--- src/rtl/supv_pkg.sv ---
package supv_pkg;

    localparam int MV_W_DEF  = 13;
    localparam int UP_MV_DEF = 4100;
    localparam int DN_MV_DEF = 3500;

    typedef struct packed {
        logic pg;
        logic ref_on;
        logic drive;
        logic ea;
        logic aux;
        logic clamp;
    } gate_t;

    localparam gate_t GATE_OFF = '{pg: 1'b0, ref_on: 1'b0, drive: 1'b0,
                                   ea: 1'b0, aux: 1'b0, clamp: 1'b1};

    // Shutdown hierarchy: sleep over everything, run over the power stage,
    // aux request over the auxiliary output only.
    function automatic gate_t resolve(input logic ok, input logic slp,
                                      input logic run, input logic aux);
        gate_t g;
        g.pg     = ok & ~slp;
        g.ref_on = ~slp;
        g.drive  = ok & ~slp & run;
        g.ea     = ok & ~slp & run;
        g.aux    = ~slp & aux;
        g.clamp  = slp | ~run | ~ok;
        return g;
    endfunction

endpackage

--- src/rtl/uvlo_tracker.sv ---
module uvlo_tracker #(
    parameter int MV_W  = supv_pkg::MV_W_DEF,
    parameter int UP_MV = supv_pkg::UP_MV_DEF,
    parameter int DN_MV = supv_pkg::DN_MV_DEF
) (
    input  logic            clk,
    input  logic            rst,
    input  logic [MV_W-1:0] mv,
    input  logic            stb,
    output logic            ok_next,
    output logic            ok_q
);
    localparam logic [MV_W-1:0] UP_C = MV_W'(UP_MV);
    localparam logic [MV_W-1:0] DN_C = MV_W'(DN_MV);

    always_comb begin
        ok_next = ok_q;
        if (stb) begin
            if (mv >= UP_C)
                ok_next = 1'b1;
            else if (mv < DN_C)
                ok_next = 1'b0;
        end
    end

    always_ff @(posedge clk) begin
        if (rst)
            ok_q <= 1'b0;
        else
            ok_q <= ok_next;
    end
endmodule

--- src/rtl/gate_decoder.sv ---
module gate_decoder (
    input  logic            ok,
    input  logic            slp,
    input  logic            run,
    input  logic            aux,
    output supv_pkg::gate_t gate
);
    always_comb gate = supv_pkg::resolve(ok, slp, run, aux);
endmodule

--- src/rtl/supply_supervisor.sv ---
module supply_supervisor #(
    parameter int MV_W  = supv_pkg::MV_W_DEF,
    parameter int UP_MV = supv_pkg::UP_MV_DEF,
    parameter int DN_MV = supv_pkg::DN_MV_DEF
) (
    input  logic            clk,
    input  logic            rst,
    input  logic [MV_W-1:0] vdd_mv,
    input  logic            vdd_stb,
    input  logic            sleep_req,
    input  logic            run_req,
    input  logic            aux_req,
    output logic            pwr_good,
    output logic            ref_on,
    output logic            drive_en,
    output logic            ea_en,
    output logic            aux_en,
    output logic            soft_clamp
);
    import supv_pkg::*;

    logic  ok_next;
    logic  ok_q;
    gate_t gate_d;
    gate_t gate_q;

    uvlo_tracker #(.MV_W(MV_W), .UP_MV(UP_MV), .DN_MV(DN_MV)) u_uvlo (
        .clk     (clk),
        .rst     (rst),
        .mv      (vdd_mv),
        .stb     (vdd_stb),
        .ok_next (ok_next),
        .ok_q    (ok_q)
    );

    gate_decoder u_dec (
        .ok   (ok_next),
        .slp  (sleep_req),
        .run  (run_req),
        .aux  (aux_req),
        .gate (gate_d)
    );

    always_ff @(posedge clk) begin
        if (rst)
            gate_q <= GATE_OFF;
        else
            gate_q <= gate_d;
    end

    assign pwr_good   = gate_q.pg;
    assign ref_on     = gate_q.ref_on;
    assign drive_en   = gate_q.drive;
    assign ea_en      = gate_q.ea;
    assign aux_en     = gate_q.aux;
    assign soft_clamp = gate_q.clamp;
endmodule

--- config.mk ---
export PLATFORM = sky130hd
export DESIGN_NAME = supply_supervisor
export DESIGN_NICKNAME = d
export VERILOG_FILES = /design/src/rtl/supv_pkg.sv /design/src/rtl/uvlo_tracker.sv /design/src/rtl/gate_decoder.sv /design/src/rtl/supply_supervisor.sv
export SDC_FILE = /design/constraint.sdc
export NUM_CORES = 1
export LEC_CHECK = 0
export BUFFER_PORTS_ARGS = -buffer_cell sky130_fd_sc_hd__buf_2
export CORE_AREA = 3 3 40 42
export CTS_CLUSTER_DIAMETER = 50
export CTS_CLUSTER_SIZE = 30
export DETAILED_ROUTE_END_ITERATION = 12
export DIE_AREA = 0 0 43 45
export SYNTH_ARGS = -nofsm -noshare
export SYNTH_HDL_FRONTEND = slang
export SYNTH_SLANG_ARGS = --single-unit
--- constraint.sdc ---
create_clock -name clk -period 0.93 [get_ports clk]
set_input_delay 0.093 -clock clk [delete_from_list [all_inputs] [get_ports clk]]
set_output_delay 0.093 -clock clk [all_outputs]
set_load 0.02 [all_outputs]
# Word-level counts from Yosys, hierarchy flattened
# Cells that the tools add are included.
[totals]
word_cells = 19
output_inout_bits = 6
reg_bits = 6
input_bits = 19
[op_classes]
magnitude_cmp = 2
n_mux = 3
bitwise = 8
[ops]
columns = ["operator", "count"]
rows = [
  ["$ge A13 B13 Y1 const B", 1],
  ["$lt A13 B12 Y1 const B", 1],
  ["$and A1 B1 Y1", 3],
  ["$mux W1", 3],
  ["$not A1 Y1", 3],
  ["$or A1 B1 Y1", 2],
]

# Logic depth before layout (Yosys ltp)
[depth]
word_depth = 6
mapped_depth = 3
mapped_depth_nobuf = 3

# Modules after synthesis
# A second synthesis with hierarchy kept.
[hier_totals]
cells_unflattened = 36
area_unflattened_um2 = 347.8
[by_module_without_submodules]
columns = ["mod", "instances", "cells_each", "area_each_um2", "seq_area_each_um2"]
rows = [
  ["supply_supervisor", 1, 12, 170.2, 120.1],
  ["uvlo_tracker", 1, 18, 131.4, 20.0],
  ["gate_decoder", 1, 6, 46.3, 0.0],
]

# Worst setup path before layout
# Ideal clock, no wire load.
[synth_path]
kind = "register -> register"
from = "register u_uvlo.ok_q"
to = "register gate_q, in the netlist soft_clamp"
t_arrival_ns = 0.867
path_buffers = 0
setup_slack_ns = -0.053
setup_time_ns = 0.116
required_time_ns = 0.814
synth_period_minus_slack_ns = 0.983
path_stages_with_launch = 4
cell_sequence = "dfxtp_1 -> nand3_1 -> a211o_1 -> a31o_2"
[synth_via]
elab_chain_cells = 5
[synth_rtl]
columns = ["element", "line", "rtl"]
rows = [
  ["from (decl)", "uvlo_tracker.sv:11", "output logic ok_q"],
  ["from (signal assigned)", "uvlo_tracker.sv:30", "ok_q <= ok_next;"],
  ["$mux W1", "uvlo_tracker.sv:21", "else if (mv < DN_C)"],
  ["$mux W1", "uvlo_tracker.sv:19", "if (mv >= UP_C)"],
  ["$mux W1 (*)", "uvlo_tracker.sv:18", "if (stb) begin"],
  ["$not A1 Y1 (*)", "supv_pkg.sv:29", "g.clamp = slp | ~run | ~ok;"],
  ["$or A1 B1 Y1 (*)", "supv_pkg.sv:29", ""],
  ["to (signal assigned)", "supply_supervisor.sv:48", "gate_q <= gate_d;"],
  ["to (decl)", "supply_supervisor.sv:25", "gate_t gate_q;"],
]
# Every way passes the cells marked *; elsewhere a longest branch is shown, timed or not.
# A chain may end at the register's enable or synchronous reset.

# Final worst setup path
# Ends and elaborated chain as after synthesis.

==> impl_results.md <==
* Status: complete, but fails checks
* Violated checks: negative setup slack
* Final core area utilization at 33.1%
* Unrepaired setup endpoints after global routing: yes
* WHS Path Cells at 2
* Routability Congestion at approximately 0.62
* VDD IR max at 565 uV
* Pre-Repair DR Iteration Count at 2
* Postcts setup bufs at 0
* Remaining antenna violation count at 0
* Period minus WS final at between 900 and 1000 ps
* Critical path class: reg -> reg
* Core Area at 1280 um2
* CP arrival at ~1100 ps
* Diode count at 0
* Least-Margin Pin Slew at between 300 and 400 ps
* Port bufs at 22
* Net Sw Power at 0.129 mW
* PnR worst setup slack at -47.7 ps
* Yosys warnings at 0
* Max Fclk at 1020 MHz
* Number of global-route vias before repair at 253
* Setup crit end kind: register
* Max Slew Vio Count at 0
* Cell variety after synth at 16
* First-pass GRT wire length at 979 um
* Part of the power in registers at 45.8%
* Clk pwr share at between 30% and 40%
* Crit start category: register
* Worst EP required at roughly 1100 ps
* Sequential area share after synthesis at a little under half
* Num CTS Buffers at 3
* Mapped Avg Cell Area at 9.64 um2
* CTS clk-pin slew, worst paths at 40 ps
* Die W at between 40 and 50 um
* Largest area contributor in the netlist: dfxtp_1
* Share of post-route cells with drive strength above 1 at 62.3%
* Fin. Hold Viols at 0
* Crit-path max FO at 4
* Initial DRC count at 7
* Starting density of the core at 20.3%
* Largest net degree at the start of global routing at 5
* Initial antenna violation count at 0
* Logic pwr share at 17.5%
* Drc violations at 0
* Avg WL per Cell at between 9 and 10 um
* Number of placement rows at 13
* Post-Syn Area at between 200 and 300 um2
* # Max-Cap Violations at 0
* Final nets at 74
* Global router's overall resource usage at 6.76%
* Max Root-Sink Buffers at 2
* Die ar. at 1940 um2
* Cell Int Power at between 0.4 and 0.5 mW
* Top post-synthesis cells by area: dfxtp_1 (46%), a31o_2 (6.7%), a311oi_2 (5.8%), a31oi_1 (4.8%), nor4_1 (4.8%)
* Area growth from synthesis to layout at 63.5%
* Max transition margin at 79.2%
* Yosys top cell area share at a little under half
* P_leak at 0.198 nW
* Grt ovf at 0
* H-tree level count at 1
* CTS Hold Bufs at 0
* Synthesized flop and latch total at 6
* Ports at 25
* Sw frac at 21.7%
* Routed vias/inst at 4.24
* DRT Wirelength at 661 um
* Period utilisation layout at 105%
* Reg2reg path depth at 3
* CTS tree: yes
* Clock Skew at 0.165 ps
* Pwr dens at 1400 nW/um2
* HP Class: in -> reg
* Sink Count at 6
* Pwr Total at 0.596 mW
* Endpoints failing setup at 2
* Root Driver: clkbuf_4
* Clock Latency Late Sink at approximately 230 ps
* Die Ht at ~45 um
* Syn Nets at 46
* Total number of vias at 288
* Cells after Synth at 27
## per-stage QoR
step	TNS (ps)	instances	hold WS [ps]	area, um2	setup WS (ps)
2_1_floorplan	-84.0	27	155	262	-48.9
3_3_place_gp	-350	65	282	398	-123
3_5_place_dp	-458	65	297	398	-176
4_1_cts	-186	68	57.0	425	-94.8
5_1_grt	-220	68	49.7	425	-107
6_report	-89.5	68	55.9	425	-47.7
## placed cells by master, fill, tap and decap left out
cell / instances
a211o_1: 1
a21oi_1: 1
a311oi_2: 1
a31o_2: 2
a31oi_1: 2
and2_1: 1
and3_2: 1
buf_2: 22
buf_4: 2
clkbuf_4: 3
dfxtp_1: 5
dfxtp_2: 1
nand2_1: 2
nand2b_1: 1
nand3_1: 1
nand3_2: 1
nand4bb_1: 1
nor2_1: 2
nor4_1: 2
o21ai_1: 1
## power groups by stage
stage                     clock [mW]  sequential, mW  combinational, mW
final                          0.219           0.273              0.105
after global routing           0.244           0.274              0.115
after CTS                      0.227           0.273              0.105
after detailed placement           0           0.277              0.103
after global placement             0           0.277              0.102
after floorplan                    0           0.288             0.0307
## worst max-delay path, stage by stage, from the launching register on
cell and delay, ps:
dfxtp_2 320, nand3_2 50, a211o_1 280, a31o_2 210
## state kept, by name, indices dropped and copies added (netlist names)
name and cells:
aux_en 1, ea_en 1, pwr_good 1, ref_on 1
soft_clamp 1, u_uvlo.ok_q 1
## Yosys cell counts
| cell | instances |
|---|---|
| dfxtp_1 | 6 |
| a31o_2 | 2 |
| a31oi_1 | 2 |
| nand2_1 | 2 |
| nand3_1 | 2 |
| nor2_1 | 2 |
| nor4_1 | 2 |
| a211o_1 | 1 |
| a21oi_1 | 1 |
| a311oi_2 | 1 |
| and2_1 | 1 |
| and3_2 | 1 |
| buf_4 | 1 |
| nand2b_1 | 1 |
| nand4bb_1 | 1 |
| o21ai_1 | 1 |
## cell type report
| type | instances | area [um2] |
|---|---|---|
| fill | 142 | 860 |
| sequential | 6 | 121 |
| timing repair buffer | 24 | 125 |
| multi-input combinational | 20 | 138 |
| clock buffer | 3 | 22.5 |
| tap | 15 | 18.8 |
## final timing paths
check / to / start / slack [ps]
worst min-delay path: pwr_good$_SDFF_PP0_ / sleep_req / 60
worst min register to register: u_uvlo.ok_q$_SDFF_PP0_ / u_uvlo.ok_q$_SDFF_PP0_ / 650
worst max register to register: soft_clamp$_SDFF_PP1_ / u_uvlo.ok_q$_SDFF_PP0_ / -50
worst max-delay path: soft_clamp$_SDFF_PP1_ / u_uvlo.ok_q$_SDFF_PP0_ / -50
## metal layers
metal	global-route usage (%)	vias up	part of all wire, %
met3	2.39	0	8.8
li1	-	161	-
met5	0	-	0
met2	9.58	11	48
met4	1.81	0	0
met1	9.69	116	43
## kinds of logic (layout without fill, tap and decap cells)
family / after synthesis / count (layout) / share of synthesized area, %
AND/OR/NAND/NOR: 12 / 12 / 26.4
AO/OA/AOI/OAI: 8 / 8 / 24.5
flip-flops: 6 / 6 / 46.2
buffers and inverters: 1 / 27 / 2.89
## repair_timing
item                       4_1_cts  5_1_grt
setup endpoints to repair        3        4
gates resized for setup          1        0
cloned                           0        0
pin swaps                        6        1
No activity file was read; power rests on OpenSTA's default activity.
